--- src/rtl/ds_serializer.sv ---
module ds_serializer (
  input  logic       clk,
  input  logic       rst_n,
  input  logic [1:0] speed,
  input  logic       tx_active,
  input  logic [7:0] lane,
  output logic       ds_data,
  output logic       ds_strobe,
  output logic       word_take
);

  logic [2:0] ph;
  logic       run;
  logic [1:0] spd;
  logic [7:0] sh;
  logic       emit_q;

  wire       tick   = (ph == 3'd7);
  wire       load   = tick & tx_active;
  wire [1:0] sp_now = (load && !run) ? speed : spd;
  wire [1:0] lv     = sp_now[1] ? 2'd2 : sp_now;
  wire [2:0] mask   = (lv == 2'd2) ? 3'd0 : (lv == 2'd1) ? 3'd1 : 3'd3;
  wire       bnd    = (ph & mask) == mask;
  wire [7:0] packed_w = (lv == 2'd2) ? lane :
                        (lv == 2'd1) ? {lane[3:0], 4'b0} : {lane[1:0], 6'b0};
  wire [7:0] src    = tick ? packed_w : sh;
  wire       bit_o  = src[7];
  wire       run_n  = tick ? tx_active : run;
  wire       emit   = run_n & bnd;

  always_ff @(posedge clk) begin
    if (!rst_n) begin
      ph        <= '0;
      run       <= 1'b0;
      spd       <= '0;
      sh        <= '0;
      ds_data   <= 1'b0;
      ds_strobe <= 1'b0;
      word_take <= 1'b0;
      emit_q    <= 1'b0;
    end else begin
      ph        <= ph + 3'd1;
      word_take <= load;
      emit_q    <= emit;
      if (tick) run <= tx_active;
      if (load && !run) spd <= speed;
      if (tick && !tx_active) begin
        ds_data   <= 1'b0;
        ds_strobe <= 1'b0;
      end else if (emit) begin
        ds_data   <= bit_o;
        ds_strobe <= (bit_o == ds_data) ? ~ds_strobe : ds_strobe;
        sh        <= src << 1;
      end
    end
  end

  p_take_pulse_r2: assert property (@(posedge clk) disable iff (!rst_n)
    word_take |=> !word_take);

  p_idle_zero_r7: assert property (@(posedge clk) disable iff (!rst_n)
    (tick && !tx_active) |=> (!ds_data && !ds_strobe && !word_take));

  p_one_line_r5: assert property (@(posedge clk) disable iff (!rst_n)
    emit_q |-> ($countones({ds_data ^ $past(ds_data), ds_strobe ^ $past(ds_strobe)}) == 1));

  p_hold_bit_r3: assert property (@(posedge clk) disable iff (!rst_n)
    (run && !emit_q) |-> $stable({ds_data, ds_strobe}));

  p_speed_lock_r8: assert property (@(posedge clk) disable iff (!rst_n)
    (run && $past(run)) |-> $stable(spd));

endmodule

--- config.mk ---
export PLATFORM = sky130hd
export DESIGN_NAME = ds_serializer
export DESIGN_NICKNAME = d
export VERILOG_FILES = /design/src/rtl/ds_serializer.sv
export SDC_FILE = /design/constraint.sdc
export NUM_CORES = 1
export LEC_CHECK = 0
export ABC_AREA = 1
export BUFFER_PORTS_ARGS = -buffer_cell sky130_fd_sc_hd__buf_4
export CAP_MARGIN = 0
export CORE_MARGIN = 4
export CORE_UTILIZATION = 25
export DETAILED_ROUTE_END_ITERATION = 8
export PLACE_DENSITY = 0.4
export SYNTH_ARGS = -nofsm -noshare
export SYNTH_HDL_FRONTEND = slang
export SYNTH_SLANG_ARGS = --single-unit
--- constraint.sdc ---
create_clock -name clk -period 2.6 [get_ports clk]
set_clock_uncertainty 0.2 [all_clocks]
set_input_delay 0.13 -clock clk [delete_from_list [all_inputs] [get_ports clk]]
set_output_delay 0.13 -clock clk [all_outputs]
set_load 0.01 [all_outputs]
Yosys cells after proc, flatten, opt, wreduce, memory -nomap -nowiden --
Index checks and enable logic that the tools add are counted. W data, S select, Z words.
Word-level totals: output and inout bits 3, register bits 16, logic and storage cells 34, input port bits 13
Operators by class: reduce and logical (&&, ||, !) cells 7, equality and inequality tests 5, bitwise operators 6, add/subtract/negate cells 1, mux-type cells 8
Operators by type and width (number):
- $mux W8 | 3
- $mux W2 | 4
- $reduce_and A2 Y1 | 2
- $add A3 B1 Y3 const B | 1
- $and A3 B2 Y3 | 1
- $eq A3 B2 Y1 | 1
- $eq A3 B3 Y1 const B | 1
- $not A1 Y1 | 3
- $and A1 B1 Y1 | 2
- $eq A2 B1 Y1 const B | 1
- $eq A2 B2 Y1 const B | 1
- $logic_and A1 B1 Y1 | 2
- $logic_not A1 Y1 | 2
- $reduce_or A2 Y1 | 1
- $eq A1 B1 Y1 | 1
- $mux W1 | 1

Logic depth before layout (Yosys ltp) --
depth after elaboration 12, gate-level depth with buffers 13, depth with buffers taken out 13

Worst setup path before layout --
Ideal clock, no wire load.
path kind flip-flop to flip-flop, from register ph[0], to register sh[1], path buffers 2, setup time 0.079 ns, data arrival time 1.631 ns, slack 0.690 ns, data required time 2.321 ns, clock period less this slack 1.910 ns, cell stages (with the launch flop) 10, cells stage by stage dfxtp_1 ha_1 ha_1 buf_2 o21ai_0 inv_1 a21oi_4 buf_6 nor2_1 a211oi_2
On the way: word-level cells in the longest chain between the ends 12, elaborated cells between the ends (all ways) 18, those cells by class 4 x eq/ne; 7 x mux; 4 x bitwise; 3 x reduce/logical
Ends and longest elaborated chain:
- start: declaration | RTL line 12 | logic [2:0] ph;
- start signal: assignment | RTL line 42 | ph <= ph + 3'd1;
- $eq A3 B3 Y1 | RTL line 18 | wire tick = (ph == 3'd7);
- $and A1 B1 Y1 | RTL line 19 | wire load = tick & tx_active;
- $logic_and A1 B1 Y1 | RTL line 20 | wire [1:0] sp_now = (load && !run) ? speed : spd;
- $mux W2
- $mux W2 | RTL line 21 | wire [1:0] lv = sp_now[1] ? 2'd2 : sp_now;
- $eq A2 B1 Y1 | RTL line 22 | wire [2:0] mask = (lv == 2'd2) ? 3'd0 : (lv == 2'd1) ? 3'd1 : 3'd3;
- $mux W2 (2 in series) | RTL line 22
- $and A3 B2 Y3 | RTL line 23 | wire bnd = (ph & mask) == mask;
- $eq A3 B2 Y1 | RTL line 23
- $and A1 B1 Y1 | RTL line 29 | wire emit = run_n & bnd;
- $reduce_and A2 Y1 (no source line)
- end signal: assignment | RTL line 53 | sh <= src << 1;
- end: declaration | RTL line 15 | logic [7:0] sh;
Parallel ways exist; a longest one is shown, timed or not. A chain may end at the register's enable or synchronous reset.

Final worst setup path --
from register ph[0], to register sh[4]
The elaborated chain is that of the path after synthesis.

==> results by group <==
Run status
  • Status: finished clean

STA
  • Period minus WS final: 2.39 ns
  • Part of the cycle the worst path needs: 0.920
  • Endpoints failing setup: 0
  • Fmax: 418 MHz
  • Max-slew violations: 0
  • Setup repair after global routing missed its margin: false
  • Final number of hold-violating endpoints: 0
  • Sum of negative setup slack: 0 ns
  • Max transition margin: 0.686
  • Worst Max-Slew Pin Slew: 0.469 ns
  • Setup slack of the critical path after layout: 0.208 ns

Logic synthesis
  • Leading cell types by total area after synthesis: dfxtp_1 (42%), nand2_1 (12%), nor2_1 (6.9%), nand3_1 (5.9%), a31oi_1 (5.7%)
  • Cell type with the highest aggregate area in the netlist: dfxtp_1
  • Number of enable-type register cells in the synthesized netlist: 0
  • Total of flip-flops plus latches after synthesis: 16
  • Post-synthesis cell count: 105
  • Sequential area share after synthesis: 0.418
  • Primary FF master, synth: dfxtp_1
  • Synth warnings: 0
  • Most frequent cells after synthesis: nand2_1 (25), dfxtp_1 (16), nor2_1 (14)
  • Synthesized Nets: 120
  • Number of distinct library cells after synthesis: 17
  • Mean area per synthesized cell: 7.30 µm²
  • Top-count cell post-synth: nand2_1
  • Share of synthesized flip-flops with an asynchronous set or reset: 0
  • Yosys top cell area share: 0.418
  • Synthesized area: 767 µm²

Route
  • Aggregate routed wire length: 1930 µm
  • DR DRC count: 0
  • Iteration-0 DRC Markers: 31
  • Total iterations of the first detailed-routing run: 4
  • Final ANT Viol Nets: 0
  • Vias per inst: 4.81
  • Detailed-route wire length per cell: 12.0 µm
  • Vias post-DR: 774

Global route
  • Maximum number of pins on one net before global-route repair: 19
  • Overall overflow remaining after global route: 0
  • Number of antenna violations at the first check in global routing: 0
  • Global-route usage over all layers: 0.102
  • Vias in the first global route: 724
  • Wire length of the first global-routing pass: 3250 µm

CTS
  • Insertion delay of the later-clocked pin in the worst-skew pair: 0.29 ns
  • Clock root buffer: clkbuf_4
  • Sinks on Clock Net: 16
  • Clock buffer count from CTS: 3
  • Clock tree from TritonCTS: yes
  • Largest buffer count on any clock path: 2
  • Maximum level of the CTS H-tree: 1
  • Clock input transition at the sequential cells of the worst setup and hold paths: 0.10 ns
  • Post CTS Setup Buffer Count: 0

Floorplan
  • CORE AREA: 0.00285 mm²
  • Total I/O pin count: 16
  • Chip width: 63.4 µm
  • Core Rows: 19
  • Effective utilization at floorplan: 0.269
  • Die Span Y: 63.4 µm
  • Die area: 0.00402 mm²

Setup path
  • Cell-by-cell listing of the critical path: ha_1 -> ha_1 -> nand4_1 -> nand2_2 -> inv_2 -> a21oi_4 -> o21ai_0 -> a31oi_1
  • Sum of buffers and inverters on the critical path: 1
  • Most common cell on crit path: ha_1
  • CP Max Fanout: 18
  • Crit-path leading delay family: compound AO/OA/AOI/OAI gates
  • Critical path class: reg -> reg
  • Required time at the worst-slack endpoint: 2.62 ns
  • Setup crit start kind: flop
  • Largest incremental delay on the critical path: 0.43 ns
  • Arrival time reported for the critical path endpoint: 2.41 ns
  • Critical path's slowest cell: a21oi_4
  • Crit end category: flop

Cells and area
  • Number of fill cells in the layout: 319
  • Util after Layout: 0.356
  • ANT cells: 0
  • Area growth from synthesis to final layout: 32.5%
  • Number of nets in the layout: 146
  • Layout cell share with drive strength beyond 1: 0.208

Placement
  • Minimum setup slack after placement: 0.306 ns
  • # port buffers: 15
  • Placer congestion estimate: 0.727
  • Detailed placer's ending HPWL: 1450 µm

Run
  • Max Cap Viol: 0

Pwr
  • Worst IR Drop VDD: 277 µV
  • Static leakage: 0.000423 µW
  • Power per cell area: 453 mW/mm²

Hold path
  • Class of the tightest hold or removal check: in -> reg
==> flip-flops by register name, summed over array words and instances, names as in the netlist <==
name / count
sh: 7
ph: 3
spd: 2
ds_data: 1
ds_strobe: 1
run: 1
word_take: 1
==> metal layers <==
layer	part of all wire	up-vias	track usage
met5	0	-	0
met4	0.0098	0	0.0243
met3	0.051	2	0.0444
met2	0.47	15	0.160
met1	0.47	353	0.128
li1	-	404	-
==> per-stage QoR <==
stage / hold slack [ns] / instances / total power (µW) / cell area, µm²
5_1_grt: 0.0356 / 161 / 482 / 1020
2_1_floorplan: 0.0235 / 105 / 269 / 767
3_3_place_gp: 0.206 / 150 / 291 / 910
4_1_cts: 0.00233 / 161 / 467 / 1020
6_report: 0.00809 / 161 / 460 / 1020
3_5_place_dp: 0.203 / 150 / 290 / 910
==> layout by cell type, fill, tap and decap left out, drive strengths merged <==
cell and instances:
nor2 14, ha 2, dlygate4sd3 7, nand2 26, o21ai 10, a31oi 7
dfxtp 16, buf 16, clkbuf 4, inv 10, nand3 9, a21oi 4
a211oi 1, nand4 4
==> cell families (layout without fill, tap and decap cells) <==
group | count (synthesis) | after routing | synth area share
AO/OA/AOI/OAI | 22 | 22 | 0.189
AND/OR/NAND/NOR | 53 | 53 | 0.290
flip-flops | 16 | 16 | 0.418
adder cells (fa/ha/maj) | 2 | 2 | 0.0326
buffers and inverters | 12 | 37 | 0.0701
==> timing repair <==
item / 4_1_cts / 5_1_grt
resized for setup: 0 / 0
hold buffers: 7 / 0
endpoints found under the hold margin: 10 / 0
==> report_power, final <==
| group | internal [µW] | switching, µW | total (µW) | leakage, µW |
|---|---|---|---|---|
| registers | 249 | 2.70 | 252 | 0.000129 |
| clock network | 85.3 | 81.8 | 167 | 0.0000210 |
| logic | 24.0 | 17.2 | 41.3 | 0.000272 |
| total | 358 | 102 | 460 | 0.000423 |
==> path summary, 6_finish.rpt <==
| check | cells past startpoint | endpoint | startpoint | slack, ns |
|---|---|---|---|---|
| max | 8 | sh[4] | ph[0] | 0.21 |
| min reg2reg | 1 | ph[0] | ph[0] | 0.28 |
| min | 5 | sh[6] | lane[5] | 0.008 |
| max reg2reg | 8 | sh[4] | ph[0] | 0.21 |
==> tightest hold or removal path: cells and delay by family <==
kind | cells | cell delay, ns
simple gates | 3 | 0.16
buf+inv | 1 | 0.11
compound gates | 1 | 0.07
==> area by class of cell <==
type                    instances  area [µm²]  share of cell area
clock buffers                   4        36.3              0.0357
multi-input cells              77         393               0.387
flip-flops and latches         16         320               0.315
inverters                      10        37.5              0.0369
repair buffers                 23         190               0.187
well taps                      31        38.8              0.0382
Note: power is estimated with default switching activity, not from simulation.
